File: config.mk
export PLATFORM = sky130hd
export DESIGN_NAME = manch_tx
export DESIGN_NICKNAME = d
export VERILOG_FILES = /design/src/rtl/manch_pkg.sv /design/src/rtl/manch_tx_seq.sv /design/src/rtl/manch_tx_capture.sv /design/src/rtl/manch_tx_drive.sv /design/src/rtl/manch_tx.sv
export SDC_FILE = /design/constraint.sdc
export NUM_CORES = 1
export LEC_CHECK = 0
export ABC_AREA = 1
export CAP_MARGIN = 0
export CORE_ASPECT_RATIO = 0.8
export CORE_UTILIZATION = 55
export CTS_CLUSTER_DIAMETER = 50
export DETAILED_ROUTE_END_ITERATION = 10
export MAX_ROUTING_LAYER = met4
export PLACE_DENSITY_LB_ADDON = 0.15
export SYNTH_ARGS = -nofsm -noshare
export SYNTH_HDL_FRONTEND = slang
export SYNTH_SLANG_ARGS = --single-unit
File: constraint.sdc
create_clock -name clk -period 5.4 [get_ports clk]
set_input_delay 1.62 -clock clk [delete_from_list [all_inputs] [get_ports clk]]
set_output_delay 1.62 -clock clk [all_outputs]
set_load 0.01 [all_outputs]
File: src/rtl/manch_pkg.sv
// Shared types for the Manchester word transmitter.
// Assumes half-cell numbering from 0 at the start of a word, sync first.
package manch_pkg;

    // Role of a half-cell inside a word.
    typedef enum logic [1:0] {
        FLD_SYNC_LEAD   = 2'd0,
        FLD_SYNC_TRAIL  = 2'd1,
        FLD_CELL_FIRST  = 2'd2,
        FLD_CELL_SECOND = 2'd3
    } field_t;

    // Classify half-cell h given the sync length in bit times.
    function automatic field_t field_of(input int unsigned h, input int unsigned sync_bits);
        if (h < sync_bits)
            return FLD_SYNC_LEAD;
        else if (h < 2 * sync_bits)
            return FLD_SYNC_TRAIL;
        else if ((h % 2) == 0)
            return FLD_CELL_FIRST;
        else
            return FLD_CELL_SECOND;
    endfunction

endpackage

File: src/rtl/manch_tx_seq.sv
// Word sequencer: halves the send strobe into the shift clock, accepts
// word requests only on bit boundaries after the previous word, counts
// half-cells and produces the send-data window.
// Assumes send_tick is a single-cycle pulse.
module manch_tx_seq #(
    parameter int unsigned SYNC_BITS = 3,
    parameter int unsigned DATA_BITS = 16,
    parameter int unsigned HC_W      = 6
) (
    input  logic            clk,
    input  logic            rst_n,
    input  logic            send_tick,
    input  logic            enc_enable,
    input  logic            sync_cmd_sel,
    output logic            phase,
    output logic            busy,
    output logic            cmd_sync,
    output logic            send_data,
    output logic [HC_W-1:0] hc,
    output logic [HC_W-1:0] hc_nxt,
    output logic            cell_go
);
    localparam int unsigned SYNC_HALVES = 2 * SYNC_BITS;
    localparam int unsigned PAR_FIRST   = SYNC_HALVES + 2 * DATA_BITS;
    localparam logic [HC_W-1:0] HC_LAST = HC_W'(PAR_FIRST + 1);
    localparam logic [HC_W-1:0] SEND_LO = HC_W'(SYNC_HALVES - 1);
    localparam logic [HC_W-1:0] SEND_HI = HC_W'(PAR_FIRST - 2);

    logic last_cell;
    logic start;
    logic advance;
    logic [HC_W-1:0] hc_inc;

    // Next-state decode for the word counter.
    always_comb begin
        last_cell = busy && (hc == HC_LAST);
        start     = send_tick && !phase && enc_enable && (!busy || last_cell);
        advance   = send_tick && busy && !last_cell;
        hc_inc    = hc + 1'b1;
        hc_nxt    = start ? '0 : hc_inc;
        cell_go   = start || advance;
    end

    // Divide-by-two of the send strobe; high marks a first half-cell.
    always_ff @(posedge clk) begin
        if (!rst_n)
            phase <= 1'b0;
        else if (send_tick)
            phase <= !phase;
    end

    // Word state: active flag, half-cell count, latched sync and send window.
    always_ff @(posedge clk) begin
        if (!rst_n) begin
            busy      <= 1'b0;
            hc        <= '0;
            cmd_sync  <= 1'b0;
            send_data <= 1'b0;
        end else if (start) begin
            busy      <= 1'b1;
            hc        <= '0;
            cmd_sync  <= sync_cmd_sel;
            send_data <= 1'b0;
        end else if (advance) begin
            hc        <= hc_inc;
            send_data <= (hc_inc >= SEND_LO) && (hc_inc <= SEND_HI);
        end else if (send_tick && last_cell) begin
            busy      <= 1'b0;
            send_data <= 1'b0;
        end
    end

endmodule

File: src/rtl/manch_tx_capture.sv
// Serial capture: samples the source bit at the start of every data
// first half-cell, keeps it for the second half and accumulates odd
// parity, which is loaded as the last cell's bit.
// Assumes hc_nxt/cell_go come from the sequencer in the same cycle.
module manch_tx_capture #(
    parameter int unsigned SYNC_BITS = 3,
    parameter int unsigned DATA_BITS = 16,
    parameter int unsigned HC_W      = 6
) (
    input  logic            clk,
    input  logic            rst_n,
    input  logic            cell_go,
    input  logic [HC_W-1:0] hc_nxt,
    input  logic            ser_in,
    output logic            cur_bit
);
    localparam int unsigned SYNC_HALVES = 2 * SYNC_BITS;
    localparam logic [HC_W-1:0] DATA_FIRST = HC_W'(SYNC_HALVES);
    localparam logic [HC_W-1:0] PAR_FIRST  = HC_W'(SYNC_HALVES + 2 * DATA_BITS);

    logic par_acc;
    logic take_bit;
    logic take_par;
    logic word_begin;

    // Decode which half-cell is being entered.
    always_comb begin
        word_begin = cell_go && (hc_nxt == '0);
        take_bit   = cell_go && (hc_nxt >= DATA_FIRST) && (hc_nxt < PAR_FIRST) && !hc_nxt[0];
        take_par   = cell_go && (hc_nxt == PAR_FIRST);
    end

    // Hold the bit being coded and the running odd parity.
    always_ff @(posedge clk) begin
        if (!rst_n) begin
            cur_bit <= 1'b0;
            par_acc <= 1'b1;
        end else if (word_begin) begin
            par_acc <= 1'b1;
        end else if (take_bit) begin
            cur_bit <= ser_in;
            par_acc <= par_acc ^ ser_in;
        end else if (take_par) begin
            cur_bit <= par_acc;
        end
    end

endmodule

File: src/rtl/manch_tx_drive.sv
// Line drive: picks the line polarity for the current half-cell and
// turns it into the two active-low drive outputs, gated by the inhibit.
// Assumes the data cells start on an even half-cell.
module manch_tx_drive #(
    parameter int unsigned SYNC_BITS = 3,
    parameter int unsigned HC_W      = 6
) (
    input  logic            busy,
    input  logic            cmd_sync,
    input  logic            cur_bit,
    input  logic [HC_W-1:0] hc,
    input  logic            out_inhibit_n,
    output logic            bip_pos_n,
    output logic            bip_neg_n
);
    import manch_pkg::*;

    field_t fld;
    logic   lvl_pos;
    logic   drive_on;

    // Polarity of the current half-cell.
    always_comb begin
        fld = field_of(int'(hc), SYNC_BITS);
        unique case (fld)
            FLD_SYNC_LEAD:   lvl_pos = cmd_sync;
            FLD_SYNC_TRAIL:  lvl_pos = !cmd_sync;
            FLD_CELL_FIRST:  lvl_pos = cur_bit;
            default:         lvl_pos = !cur_bit;
        endcase
    end

    // Active-low drive pair, quiet when idle or inhibited.
    always_comb begin
        drive_on  = busy && out_inhibit_n;
        bip_pos_n = !(drive_on && lvl_pos);
        bip_neg_n = !(drive_on && !lvl_pos);
    end

endmodule

File: src/rtl/manch_tx.sv
// Manchester word transmitter top: sequencer, serial capture and line
// drive. Assumes send_tick is a single-cycle strobe at twice bit rate.
module manch_tx #(
    parameter int unsigned SYNC_BITS = 3,
    parameter int unsigned DATA_BITS = 16
) (
    input  logic clk,
    input  logic rst_n,
    input  logic send_tick,
    input  logic enc_enable,
    input  logic sync_cmd_sel,
    input  logic ser_in,
    input  logic out_inhibit_n,
    output logic shift_clk,
    output logic send_data,
    output logic bip_pos_n,
    output logic bip_neg_n
);
    localparam int unsigned HALVES = 2 * SYNC_BITS + 2 * DATA_BITS + 2;
    localparam int unsigned HC_W   = $clog2(HALVES);

    logic            busy;
    logic            cmd_sync;
    logic            cell_go;
    logic            cur_bit;
    logic [HC_W-1:0] hc;
    logic [HC_W-1:0] hc_nxt;

    manch_tx_seq #(.SYNC_BITS(SYNC_BITS), .DATA_BITS(DATA_BITS), .HC_W(HC_W)) u_seq (
        .clk          (clk),
        .rst_n        (rst_n),
        .send_tick    (send_tick),
        .enc_enable   (enc_enable),
        .sync_cmd_sel (sync_cmd_sel),
        .phase        (shift_clk),
        .busy         (busy),
        .cmd_sync     (cmd_sync),
        .send_data    (send_data),
        .hc           (hc),
        .hc_nxt       (hc_nxt),
        .cell_go      (cell_go)
    );

    manch_tx_capture #(.SYNC_BITS(SYNC_BITS), .DATA_BITS(DATA_BITS), .HC_W(HC_W)) u_cap (
        .clk     (clk),
        .rst_n   (rst_n),
        .cell_go (cell_go),
        .hc_nxt  (hc_nxt),
        .ser_in  (ser_in),
        .cur_bit (cur_bit)
    );

    manch_tx_drive #(.SYNC_BITS(SYNC_BITS), .HC_W(HC_W)) u_drv (
        .busy          (busy),
        .cmd_sync      (cmd_sync),
        .cur_bit       (cur_bit),
        .hc            (hc),
        .out_inhibit_n (out_inhibit_n),
        .bip_pos_n     (bip_pos_n),
        .bip_neg_n     (bip_neg_n)
    );

endmodule

==> metrics.csv <==
stage,metric,value,unit
status,status,finished clean,
layout,num_antenna_cells,0,
critical_path,path_max_fanout,2,
floorplanning,core_area,1630,sq um
critical_path,path_class,in2out,
layout,final_design_area_no_fill,1100,sq um
layout,final_layout_size_suffix_gt1_share,19.2,%
place,place_area,1070,sq um
timing,setup_viol_count_final,0,
clocking,numCtsBuffers,3,
route,ant_nets,0,
logic_synthesis,netlist_instances,144,
timing,fin_ws,1.11,ns
flow_run,drv_cap,0,
timing,setup_tns,0,ns
logic_synthesis,netlist_area,961,sq um
worst_hold_path,hold_path_class,reg2reg,
layout,multi_input_area,619,sq um
timing,maxSlewViolCount,0,
floorplanning,die-width,48.7,um
critical_path,critPathRequiredTime,3.78,ns
floorplanning,start_util,59.1,%
clocking,postCtsSetupRepairBufs,0,
pwr,p_leak,0.000464,uW
clocking,hold_buffers,0,
logic_synthesis,synth-seq-cells,12,
global_routing,antenna_found_initial,0,
route,wl,2050,um
route,first_iter_violations,40,
layout,final_nets,167,
timing,hold_viol,0,
critical_path,cp-start-kind,input pin,
global_routing,overflow,0,
clocking,clock_latency,0.27,ns
place,place_hpwl,1640,um
clocking,clock_sinks,12,
clocking,cts_buffer_depth,2,
clocking,cts_resized,0,
logic_synthesis,avgSynthCellArea,6.67,sq um
place,place_congestion,0.894,
clocking,htree_num_levels,1,
route,drc,0,
critical_path,end_kind,primary output,
clocking,path_clk_slew,0.08,ns
logic_synthesis,ys_warn_count,0,
place,dp_slack,1.12,ns
route,vias_per_cell,5.19,
timing,skew,0.00492,ns
layout,register_area,240,sq um
timing,relSlewSlack,75.7,%
global_routing,grt_pass1_vias,809,
route,via_count,923,
layout,fillers,157,
route,detail_route.wl_per_cell,11.5,um
global_routing,grt_max_degree,10,
critical_path,critPathArrivalTime,2.67,ns
pwr,powerDensity,186,nW/um^2
logic_synthesis,seq_area_frac_synth,25.0,%
floorplanning,pin_count,11,
timing,worstMarginPinSlew,0.363,ns
floorplanning,die_h,39.4,um
floorplanning,die_area,1920,sq um
layout,syn_to_final_growth,14.7,%
global_routing,grt_pass1_wl,3470,um
timing,finalCritPeriodShare,79.4,%
place,port_buffers,10,
floorplanning,num_rows,13,
timing,fmax,0.233,GHz
timing,rsz0062_at_grt,false,
pwr,peakVddDrop,101,uV
logic_synthesis,synth_cell_types,22,
global_routing,gr-usage-all-layers,24.7,%
clocking,cts_tree,done,
timing,period_minus_slack,4.29,ns
route,first_pass_iters,4,
clocking,cts-root-buf,clkbuf_4,
logic_synthesis,syn-num-nets,154,
==> worst paths after layout <==
check                    end  cells after the start            start  slack (ns)
max                bip_neg_n                      3    out_inhibit_n        1.11
min          u_seq.send_data                      2  u_seq.send_data        0.48
max reg2reg    u_cap.cur_bit                     11      u_seq.hc[0]        3.42
min reg2reg  u_seq.send_data                      2  u_seq.send_data        0.48
==> metal layers <==
| metal | GRT usage (%) | wire length, um | up-vias |
|---|---|---|---|
| met3 | 2.71 | 89 | 4 |
| met5 | - | 0 | - |
| li1 | - | - | 489 |
| met2 | 37.5 | 904 | 23 |
| met1 | 33.6 | 1030 | 407 |
| met4 | 10.3 | 28 | 0 |
==> sequential cells by signal (all words and copies together), names as in the netlist <==
| name | count |
|---|---|
| u_seq.hc | 6 |
| u_seq.busy | 1 |
| u_seq.phase | 1 |
| u_seq.cmd_sync | 1 |
| u_seq.send_data | 1 |
| u_cap.cur_bit | 1 |
| u_cap.par_acc | 1 |
==> cells in the mapped netlist (all sizes together) <==
cell type	count	area, sq um
a21oi	10	50.1
a31oi	1	6.26
buf	2	22.5
dfxtp	12	240
ha	3	37.5
inv	21	78.8
nand2	45	206
nand3	18	115
nand3b	2	15.0
nand4	4	25.0
nor2	16	95.1
nor3	1	5.00
o2111ai	1	8.76
o21ai	7	46.3
xor2	1	8.76
==> stage by stage <==
stage / total power [uW] / hold WS [ns] / util, % / instances
global route: 214 / 0.506 / 67.8 / 178
global placement: 134 / 0.455 / 65.5 / 174
floorplan: 122 / 0.476 / - / 144
detailed placement: 135 / 0.466 / 65.5 / 174
CTS: 207 / 0.481 / 67.8 / 178
finish: 205 / 0.483 / 67.8 / 178
==> where the power goes <==
group | total, uW | internal (uW) | switching, uW
clock network | 71.9 | 41.0 | 30.9
logic | 37.1 | 15.8 | 21.3
registers | 95.9 | 91.4 | 4.53
total | 205 | 148 | 56.7
==> area by class of cell <==
class                   count  share of cell area [%]
clock buffers               4                    3.29
inverters                  21                    7.15
multi-input cells         109                    56.2
flip-flops and latches     12                    21.8
well taps                  22                    2.50
repair buffers             10                    9.08
==> kinds of logic (layout without fill, tap and decap cells) <==
logic type | Yosys count | after routing | synth area share, %
xor+xnor | 1 | 1 | 0.912
buf+inv | 23 | 35 | 10.5
fa+ha+maj | 3 | 3 | 3.91
flops | 12 | 12 | 25.0
simple gates | 86 | 86 | 48.0
compound gates | 19 | 19 | 11.6
==> placed cells by master, fill, tap and decap left out <==
| cell | n |
|---|---|
| o21ai_4 | 1 |
| ha_1 | 3 |
| nand3_1 | 13 |
| nor3_1 | 1 |
| nand3b_1 | 2 |
| inv_1 | 18 |
| a21oi_1 | 10 |
| nor2_2 | 5 |
| xor2_1 | 1 |
| nand2_1 | 36 |
| a31oi_1 | 1 |
| clkbuf_4 | 3 |
| clkbuf_8 | 1 |
| nand3_2 | 5 |
| inv_2 | 3 |
| nor2_1 | 8 |
| o2111ai_1 | 1 |
| nor2_4 | 3 |
| dfxtp_1 | 12 |
| nand2_4 | 3 |
| o21ai_0 | 6 |
| nand2_2 | 6 |
| clkdlybuf4s50_1 | 10 |
| nand4_1 | 4 |
==> worst max-delay path, stage by stage <==
cell and delay, ns:
clkdlybuf4s50_1 0.48, nand3_1 0.08, clkdlybuf4s50_1 0.49
No activity file was read; power rests on OpenSTA's default activity.
